## src/rtl/spi_clk_delay_gen.sv

```systemverilog
module spi_clk_delay_gen #(
  parameter int MIN_DIV = 2
) (
  input  logic       clk,
  input  logic       rst_n,
  input  logic       sck_run,
  input  logic       cfg_cpol,
  input  logic [1:0] cfg_baud_pre,
  input  logic [3:0] cfg_baud_scl,
  input  logic [1:0] cfg_lead_pre,
  input  logic [3:0] cfg_lead_scl,
  input  logic [1:0] cfg_trail_pre,
  input  logic [3:0] cfg_trail_scl,
  input  logic       lead_start,
  input  logic       trail_start,
  output logic       sck,
  output logic       sck_lead_stb,
  output logic       sck_trail_stb,
  output logic       lead_done,
  output logic       trail_done
);
  localparam int PRE_W     = 2;
  localparam int SCL_W     = 4;
  localparam int SCL_CODES = 1 << SCL_W;
  localparam int BAUD_W    = SCL_CODES + 2;
  localparam int DLY_W     = SCL_CODES + 3;
  localparam int NCH       = 2;

  function automatic logic [BAUD_W-1:0] baud_pre_f(input logic [PRE_W-1:0] p);
    case (p)
      2'd0:    return BAUD_W'(2);
      2'd1:    return BAUD_W'(3);
      2'd2:    return BAUD_W'(5);
      default: return BAUD_W'(7);
    endcase
  endfunction

  function automatic logic [BAUD_W-1:0] baud_scl_f(input logic [SCL_W-1:0] k);
    logic [BAUD_W-1:0] kk;
    kk = BAUD_W'(k);
    if (k < SCL_W'(3)) return (kk + BAUD_W'(1)) << 1;
    return BAUD_W'(1) << k;
  endfunction

  function automatic logic [DLY_W-1:0] dly_f(input logic [PRE_W-1:0] p, input logic [SCL_W-1:0] k);
    logic [DLY_W-1:0] f;
    f = DLY_W'({p, 1'b1});
    return (f << 1) << k;
  endfunction

  logic [BAUD_W-1:0] prod, div, half1, cnt;
  logic              act;

  assign prod  = baud_pre_f(cfg_baud_pre) * baud_scl_f(cfg_baud_scl);
  assign div   = (prod < BAUD_W'(MIN_DIV)) ? BAUD_W'(MIN_DIV) : prod;
  assign half1 = (div + BAUD_W'(1)) >> 1;

  assign sck_lead_stb  = sck_run && (cnt == half1 - BAUD_W'(1));
  assign sck_trail_stb = sck_run && (cnt == div - BAUD_W'(1));
  assign sck           = act ^ cfg_cpol;

  always_ff @(posedge clk) begin
    if (!rst_n || !sck_run) begin
      cnt <= '0;
      act <= 1'b0;
    end else begin
      cnt <= sck_trail_stb ? '0 : cnt + BAUD_W'(1);
      if (sck_lead_stb)       act <= 1'b1;
      else if (sck_trail_stb) act <= 1'b0;
    end
  end

  logic [NCH-1:0][PRE_W-1:0] d_pre;
  logic [NCH-1:0][SCL_W-1:0] d_scl;
  logic [NCH-1:0]            d_start, d_done;

  assign d_pre   = {cfg_trail_pre, cfg_lead_pre};
  assign d_scl   = {cfg_trail_scl, cfg_lead_scl};
  assign d_start = {trail_start, lead_start};
  assign lead_done  = d_done[0];
  assign trail_done = d_done[1];

  for (genvar g = 0; g < NCH; g++) begin : g_dly
    logic [DLY_W-1:0] rem;
    logic             busy, done_r;

    always_ff @(posedge clk) begin
      if (!rst_n) begin
        rem    <= '0;
        busy   <= 1'b0;
        done_r <= 1'b0;
      end else begin
        done_r <= 1'b0;
        if (d_start[g]) begin
          rem  <= dly_f(d_pre[g], d_scl[g]) - DLY_W'(2);
          busy <= 1'b1;
        end else if (busy) begin
          if (rem == '0) begin
            busy   <= 1'b0;
            done_r <= 1'b1;
          end else begin
            rem <= rem - DLY_W'(1);
          end
        end
      end
    end

    assign d_done[g] = done_r;
  end
endmodule


```

## config.mk

```make
export PLATFORM = sky130hd
export DESIGN_NAME = spi_clk_delay_gen
export DESIGN_NICKNAME = d
export VERILOG_FILES = /design/src/rtl/spi_clk_delay_gen.sv
export SDC_FILE = /design/constraint.sdc
export NUM_CORES = 1
export LEC_CHECK = 0
export BUFFER_PORTS_ARGS = -buffer_cell sky130_fd_sc_hd__buf_2
export CORE_UTILIZATION = 51
export CTS_BUF_LIST = sky130_fd_sc_hd__clkbuf_16
export CTS_CLUSTER_DIAMETER = 50
export CTS_CLUSTER_SIZE = 8
export DETAILED_ROUTE_END_ITERATION = 8
export HOLD_SLACK_MARGIN = 0.03
export MAX_ROUTING_LAYER = met4
export PLACE_DENSITY = 0.7
export SYNTH_ARGS = -nofsm -noshare
export SYNTH_HDL_FRONTEND = slang
export SYNTH_SLANG_ARGS = --single-unit
```

## constraint.sdc

```tcl
create_clock -name clk -period 19.2 [get_ports clk]
set_input_delay 0.96 -clock clk [delete_from_list [all_inputs] [get_ports clk]]
set_output_delay 0.96 -clock clk [all_outputs]
set_load 0.01 [all_outputs]
```

==> results of run 1 <==
[layout make-up]
type | count | area share (%)
Timing Repair Buffer | 28 | 1.69
Clock inverter | 7 | 0.905
Clock buffer | 9 | 2.72
Inverter | 60 | 2.72
Multi-Input combinational cell | 874 | 74.4
Tap cell | 188 | 2.84
Sequential cell | 61 | 14.7
[logic make-up after synthesis]
family	after synthesis	share of synthesized area, %
AOI/OAI and AO/OA	255	24.4
xor gates and xnor gates	104	12.7
adders and majority gates	46	8.74
buffers and inverters	117	6.13
DFF	61	15.5
muxes	10	1.32
and+or+nand+nor	459	31.2
[final timing paths]
kind                   start                to  cells past startpoint
max          cfg_baud_scl[0]      sck_lead_stb                     29
max reg2reg  g_dly[0].rem[9]  g_dly[0].rem[16]                     11
min            g_dly[0].busy         lead_done                      2
min reg2reg    g_dly[0].busy         lead_done                      2
[worst max-delay path: cells and delay by family]
family                     cells  cell delay [ps]
AOI/OAI and AO/OA              5             1180
adders and majority gates      5             1820
xor gates and xnor gates       2              650
and+or+nand+nor               12             3350
muxes                          1              250
buffers and inverters          4              370
[state kept, by name, summed over array words and instances (netlist names)]
name        flops
cnt            18
lead_done       1
g_dly.rem      38
act             1
trail_done      1
g_dly.busy      2
[cells in the final DEF, fill, tap and decap left out, types with 11 or more instances in the layout]
cell and instances:
sky130_fd_sc_hd__a21oi_1 54, sky130_fd_sc_hd__and2_1 18, sky130_fd_sc_hd__and3_1 19, sky130_fd_sc_hd__buf_2 28
sky130_fd_sc_hd__dfxtp_1 61, sky130_fd_sc_hd__fa_1 15, sky130_fd_sc_hd__ha_1 31, sky130_fd_sc_hd__inv_1 59
sky130_fd_sc_hd__nand2_1 103, sky130_fd_sc_hd__nand2b_1 11, sky130_fd_sc_hd__nand3_1 66, sky130_fd_sc_hd__nand4_1 21
sky130_fd_sc_hd__nor2_1 80, sky130_fd_sc_hd__nor2b_1 14, sky130_fd_sc_hd__nor3_1 39, sky130_fd_sc_hd__nor4_1 16
sky130_fd_sc_hd__o211a_1 13, sky130_fd_sc_hd__o211ai_1 11, sky130_fd_sc_hd__o21ai_0 41, sky130_fd_sc_hd__or3_1 12
sky130_fd_sc_hd__xnor2_1 64, sky130_fd_sc_hd__xor2_1 32
[power breakdown]
group	internal, mW	total (mW)	switching [mW]
clock	0.101	0.161	0.0604
sequential	0.133	0.140	0.00653
combinational	0.0628	0.159	0.0966
total	0.297	0.460	0.164
[routing by layer]
| layer | vias to the layer above | share of wire [%] | track usage, % |
|---|---|---|---|
| met5 | - | 0 | - |
| met4 | 0 | 2.1 | 8.79 |
| met3 | 36 | 4.6 | 5.10 |
| met2 | 180 | 48 | 44.2 |
| met1 | 3583 | 45 | 31.0 |
| li1 | 3788 | - | - |
==> reports/results.txt, run 1 <==
The run gives 0 as the hold violation total from the final report. Dividing total power by cell area gives a power density of 55.5 mW/mm2. In the final layout, flip-flops and latches occupy 0.00122 mm2.

The worst path uses 49.7% of the clock period. For this run, the share of the core covered by cells in the final layout is 54.8%. For the sequential area share after synthesis, the log shows 15.5%. The wire-length estimate of the detail-placed layout is 15.0 mm.

The mean number of vias per cell works out to 6.18. The commonest cells after synthesis are sky130_fd_sc_hd__nand2_1 (103), sky130_fd_sc_hd__nor2_1 (80), sky130_fd_sc_hd__nand3_1 (66). The most numerous cell type found on the critical path is sky130_fd_sc_hd__ha_1. Cell with the biggest individual delay on the critical path: sky130_fd_sc_hd__nor3b_1. Hold is met by 480 ps.

The number of placed instances, taps included, is 1,211. The detail-routed net length per standard cell is 15.8 um. Clock-pin slew was measured on the worst setup and hold paths at 50 ps. Summing all placed instances gives a cell area of 0.00799 mm2. After detailed routing, the number of remaining DRC violations is 0.

The post-layout instance count excluding filler cells is 1,227. The overall routed net length came out at 19.4 mm. In the post-route analysis, the smallest setup slack over all paths is 9650 ps. Total area of multi-input combinational cells: 0.00617 mm2. For the largest buffer count on any clock path, the log shows 2.

The finished cells cover 0.00829 mm2. Setup repair after global routing left no endpoint under its margin. For this design, the CTS-stage hold fixing added 0 buffers. In this run the horizontal extent of the chip is 126 um.

The run gives 29 as the total I/O pin count. The cell sitting at the root of the clock tree is a sky130_fd_sc_hd__clkbuf_16. The number of distinct standard cells referenced by the synthesized netlist is 109, and the data arrival time of the critical path is 8590 ps. Worst vdd rail ir drop: 44.9 uV. The mapped netlist covers 0.00788 mm2.

The logs give 0 for the number of antenna violations at the first check in global routing and 1,122 for the synthesized netlist net count. For flop-to-flop paths, the worst setup slack is 15,990 ps. The peak clock frequency supported by timing is 105 MHz, and the count of state elements after synthesis is 61. The critical path in this run is classified as in -> out. The most frequently used cell type in the post-synthesis netlist is sky130_fd_sc_hd__nand2_1.

The ratio of cells with drive above 1 in the final layout is 10.6%. In the post-synthesis netlist, the biggest area contributors are sky130_fd_sc_hd__dfxtp_1 (16%), sky130_fd_sc_hd__xnor2_1 (7.1%), sky130_fd_sc_hd__ha_1 (4.9%). The floorplan step set the die height to 126 um. For this run, the total global-route usage over all layers was measured as 26.1%.

The critical-path maximum fanout works out to 9. For the synthesized instance count, the log shows 1,052. The routed layout has 7,587 vias. Summed over all instances, the cell type with the most area after synthesis is sky130_fd_sc_hd__dfxtp_1. The most frequently used flop master after synthesis was sky130_fd_sc_hd__dfxtp_1. The run gives 0 as the remaining global-route overflow. The run finished with clean final reports. The number of global-route vias before repair is 7,100. At the end of routability-driven placement, the weighted congestion stood at 0.934. The total of max-cap violations came out at 0. The tools report the startpoint kind of the worst setup timing path as an input port. For the core area, the log shows 0.0151 mm2.

For this configuration, the core starts out at a cell density of 52.0%. The average footprint of a synthesized cell works out to 7.49 um2. OpenSTA, run right after detailed placement, puts the worst setup slack at 9810 ps. Summed over all failing endpoints, the final setup total negative slack is 0 ps. The largest single stage delay on the critical path is 590 ps.

At the later pin of the worst-skew pair, clock insertion delay measures 340 ps. The number of flops mapped to enable cells by yosys is 0, and the number of core rows is 45. Entering global routing, the biggest net connects 42 pins. Total power for the finished layout comes to 0.460 mW. Port buffering added 28 buffers. The share of synthesized area in the top cell type comes to 15.5%.

The count of pins over their slew limit is 0. STA classifies the critical path endpoint as an output pin. The worst-case clock skew is 6.55 ps, and the fraction of synthesis flops using an asynchronous set or reset pin is 0%. The first global-routing pass estimated 33.3 mm of wire.

In this run, CTS created clock tree buffers numbering 9. The layout overhead on the synthesized area works out to 5.31%. 0 antenna diodes ended up in the layout. The number of H-tree branching levels is 3, and the die area is 0.0159 mm2. The worst hold path belongs to the class reg -> reg. The transition at the pin with the smallest max-transition slack is 741 ps, and the number of nets at the end of the flow is 1,104. After the first detailed-routing iteration, the DRC count stood at 615. The tools report the number of sinks driven by the clock tree as 61.

After clock tree synthesis, the setup repair step added 0 buffers. The number of gates resized after CTS was 0. Summed over all cells, the static leakage comes to 3.33 nW. The count of nets left with antenna violations once routing finished came out at 0.

The tools report the worst path required time as 18,240 ps. The run gives 0 as the count of synthesis-stage warnings from yosys. The count of fill cells added during filler insertion came out at 1,524. TritonCTS built the clock tree. The post-layout minimum cycle time works out to 9550 ps. The run gives 0 as the number of setup violations in the final report.

Measured against its own limit, the worst slew margin works out to 50.2%. Before antenna repair, the detailed router went through 7 iterations.
Note: power is estimated with default switching activity, not from simulation.
==> run 2: changes to the inputs <==
--- a/config.mk
+++ b/config.mk
@@ -13,7 +13,7 @@
 export DETAILED_ROUTE_END_ITERATION = 8
 export HOLD_SLACK_MARGIN = 0.03
 export MAX_ROUTING_LAYER = met4
-export PLACE_DENSITY = 0.7
+export PLACE_DENSITY = 0.72
 export SYNTH_ARGS = -nofsm -noshare
 export SYNTH_HDL_FRONTEND = slang
 export SYNTH_SLANG_ARGS = --single-unit
==> constraint.sdc (replaced) <==
create_clock -name clk -period 8.5 [get_ports clk]
set_input_delay 0.425 -clock clk [delete_from_list [all_inputs] [get_ports clk]]
set_output_delay 0.425 -clock clk [all_outputs]
set_load 0.01 [all_outputs]
==> reports/results.txt, run 2 (synthesized netlist as in run 1, its figures left out) <==
The die extent in y is 126 um, and the worst-case headroom to the max-slew limit is 50.2%. The largest net degree at the start of global routing is 42, and the sum of net half-perimeters after detailed placement is 14.5 mm. The largest buffer count on any clock path was 2. For this design, the CTS-stage hold fixing added 0 buffers. Critical-path maximum fanout: 8. Clock-pin slew was measured on the worst setup and hold paths at 50 ps. The die is 126 um wide.

TritonCTS built the clock tree. Source-to-sink clock delay at the later pin of the worst-skew pair: 330 ps. Global routing used 24.9% of the available tracks.

Counting the fill cells in the layout gives 1,448. The flow ran to the end, and the final reports show no timing, DRC or antenna violations. Detailed routing placed a total of 803 um of wire on met3. The tools report the worst vdd rail ir drop as 93.6 uV. At the placement stage, the worst setup path has a slack of 554 ps. From synthesis to final layout, the design area changed by 6.04%.

Number of buffers added by the clock tree synthesis step: 9. Once the floorplan was initialized, standard cells occupied 52.0% of the core. After detailed routing, the average wire length per cell comes to 15.5 um.

The first detailed-routing pass took 5 iterations. The ratio of cells with drive above 1 in the final layout was 11.0%. Number of antenna violations at the first check in global routing: 0. Setup violations remaining at the end of the flow were counted as 0. Across the run, the number of max-cap violations was 0.

The type of the worst min-delay path is reg -> reg. The final critical path takes up 94.7% of the cycle. The run gives 8.81 mm as the length of routed wiring on met1. The analysis attributes to cell leakage a power of 3.35 nW. The final layout contains 1,108 nets. The tools report the critical path capture point type as an output pin. On the final layout, the worst clock skew is 5.98 ps. The remaining global-route overflow came out at 0. Routability-driven placement finished with a final weighted congestion of 0.935. The highest routing layer actually used was met4.

The H-tree was split into 3 levels. The total via count after detailed routing came out at 7,512. Type of the worst setup path: in -> out.

The initialized floorplan defines 45 standard-cell rows. Number of global-route vias before repair: 6,810. In the layout the commonest cells are sky130_fd_sc_hd__nand2_1 (103), sky130_fd_sc_hd__nor2_1 (80), sky130_fd_sc_hd__nand3_1 (66). The run gives 19.0 mm as the overall routed net length. During placement, the flow inserted port buffers numbering 28.

The first global-routing pass estimated 32.0 mm of wire. At the pin with the least slew margin, the transition time is 742 ps. In this run the remaining antenna-violating nets after routing total 0.

The tools report the routed length on met2 as 9.20 mm. The run gives 0 as the number of inserted diodes. The post-layout minimum cycle time is 8050 ps. Derived from the worst setup path, the maximum achievable clock frequency is 124 MHz.

The region available for standard cell placement spans 0.0151 mm2. The cell sitting at the root of the clock tree is a sky130_fd_sc_hd__clkbuf_16. The tools report the total I/O pin count as 29. The flip-flop count of the largest register after layout was 38; the final critical-path setup slack was 449 ps.

The commonest non-fill, non-tap cell in the layout is sky130_fd_sc_hd__nand2_1. Register bank with the most flops: g_dly.rem. The DRC marker count from the first detailed-route iteration is 613, and the data arrival time of the critical path is 7630 ps.

The hold violation total from the final report is 0. Dividing total power by cell area gives a power density of 123 mW/mm2. The worst setup path is launched from an input port. The worst path required time is 8080 ps, and the number of sinks driven by the clock tree is 61.

In this design, the stage delay of the slowest critical-path cell is 550 ps. The largest registers in the layout are g_dly.rem: 38 flops, cnt: 18 flops, g_dly.busy: 2 flops. The run gives 0 ps as the setup TNS. The slowest stage of the critical path belongs to the cell sky130_fd_sc_hd__or4_4. Using the TritonRoute via totals, the vias-per-cell ratio works out to 6.11. The worst register-to-register path has a setup slack of 5300 ps. The logs give 0 for the count of pins over their slew limit and 0.0159 mm2 for the die area. In the routed design, unresolved DRC markers number 0.
[run 2: area by class of cell]
cell class | count | area (um2) | share of cell area (%)
Clock inverter | 6 | 55.1 | 0.659
Inverter | 60 | 225 | 2.70
Multi-Input combinational cell | 874 | 6220 | 74.5
Sequential cell | 61 | 1220 | 14.6
Clock buffer | 9 | 225 | 2.70
Tap cell | 188 | 235 | 2.82
Timing Repair Buffer | 32 | 170 | 2.04
[run 2: timing repair]
action	4_1_cts	5_1_grt
buffers inserted	0	2
gates resized for setup	0	8
endpoints found under the setup margin	0	1
[run 2: worst max-delay path, delay by kind of cell]
family	cells	cell delay, ps
AO/OA/AOI/OAI	7	1460
XOR/XNOR	1	360
adder cells (fa/ha/maj)	5	1730
buffers and inverters	5	440
AND/OR/NAND/NOR	13	3170
[run 2: per-stage QoR]
stage                     power, mW  util (%)  cells  instance area, um2  hold WS [ps]
after global placement        0.671      52.9   1213                8010           465
final                          1.03      55.1   1230                8350           479
after global routing           1.09      55.1   1230                8350           501
after detailed placement      0.675      52.9   1213                8010           465
after CTS                      1.03      54.7   1228                8290           475
after floorplan               0.610         -   1052                7880           439
[run 2: final timing paths]
check                        from  cells past startpoint          endpoint
hold / removal      g_dly[0].busy                      2         lead_done
setup reg to reg  g_dly[0].rem[9]                     11  g_dly[0].rem[16]
hold reg to reg     g_dly[0].busy                      2         lead_done
setup / recovery  cfg_baud_scl[0]                     31      sck_lead_stb
[run 2: metal layers]
layer | global-route usage, % | vias up
li1 | - | 3795
met1 | 31.3 | 3525
met2 | 42.2 | 168
met3 | 3.70 | 24
met4 | 5.39 | 0
met5 | - | -
[run 2: where the power goes]
| group | leakage, nW | switching [mW] | internal, mW |
|---|---|---|---|
| registers | 0.501 | 0.0145 | 0.302 |
| logic | 2.71 | 0.220 | 0.146 |
| clock network | 0.136 | 0.125 | 0.222 |
| total | 3.35 | 0.359 | 0.669 |
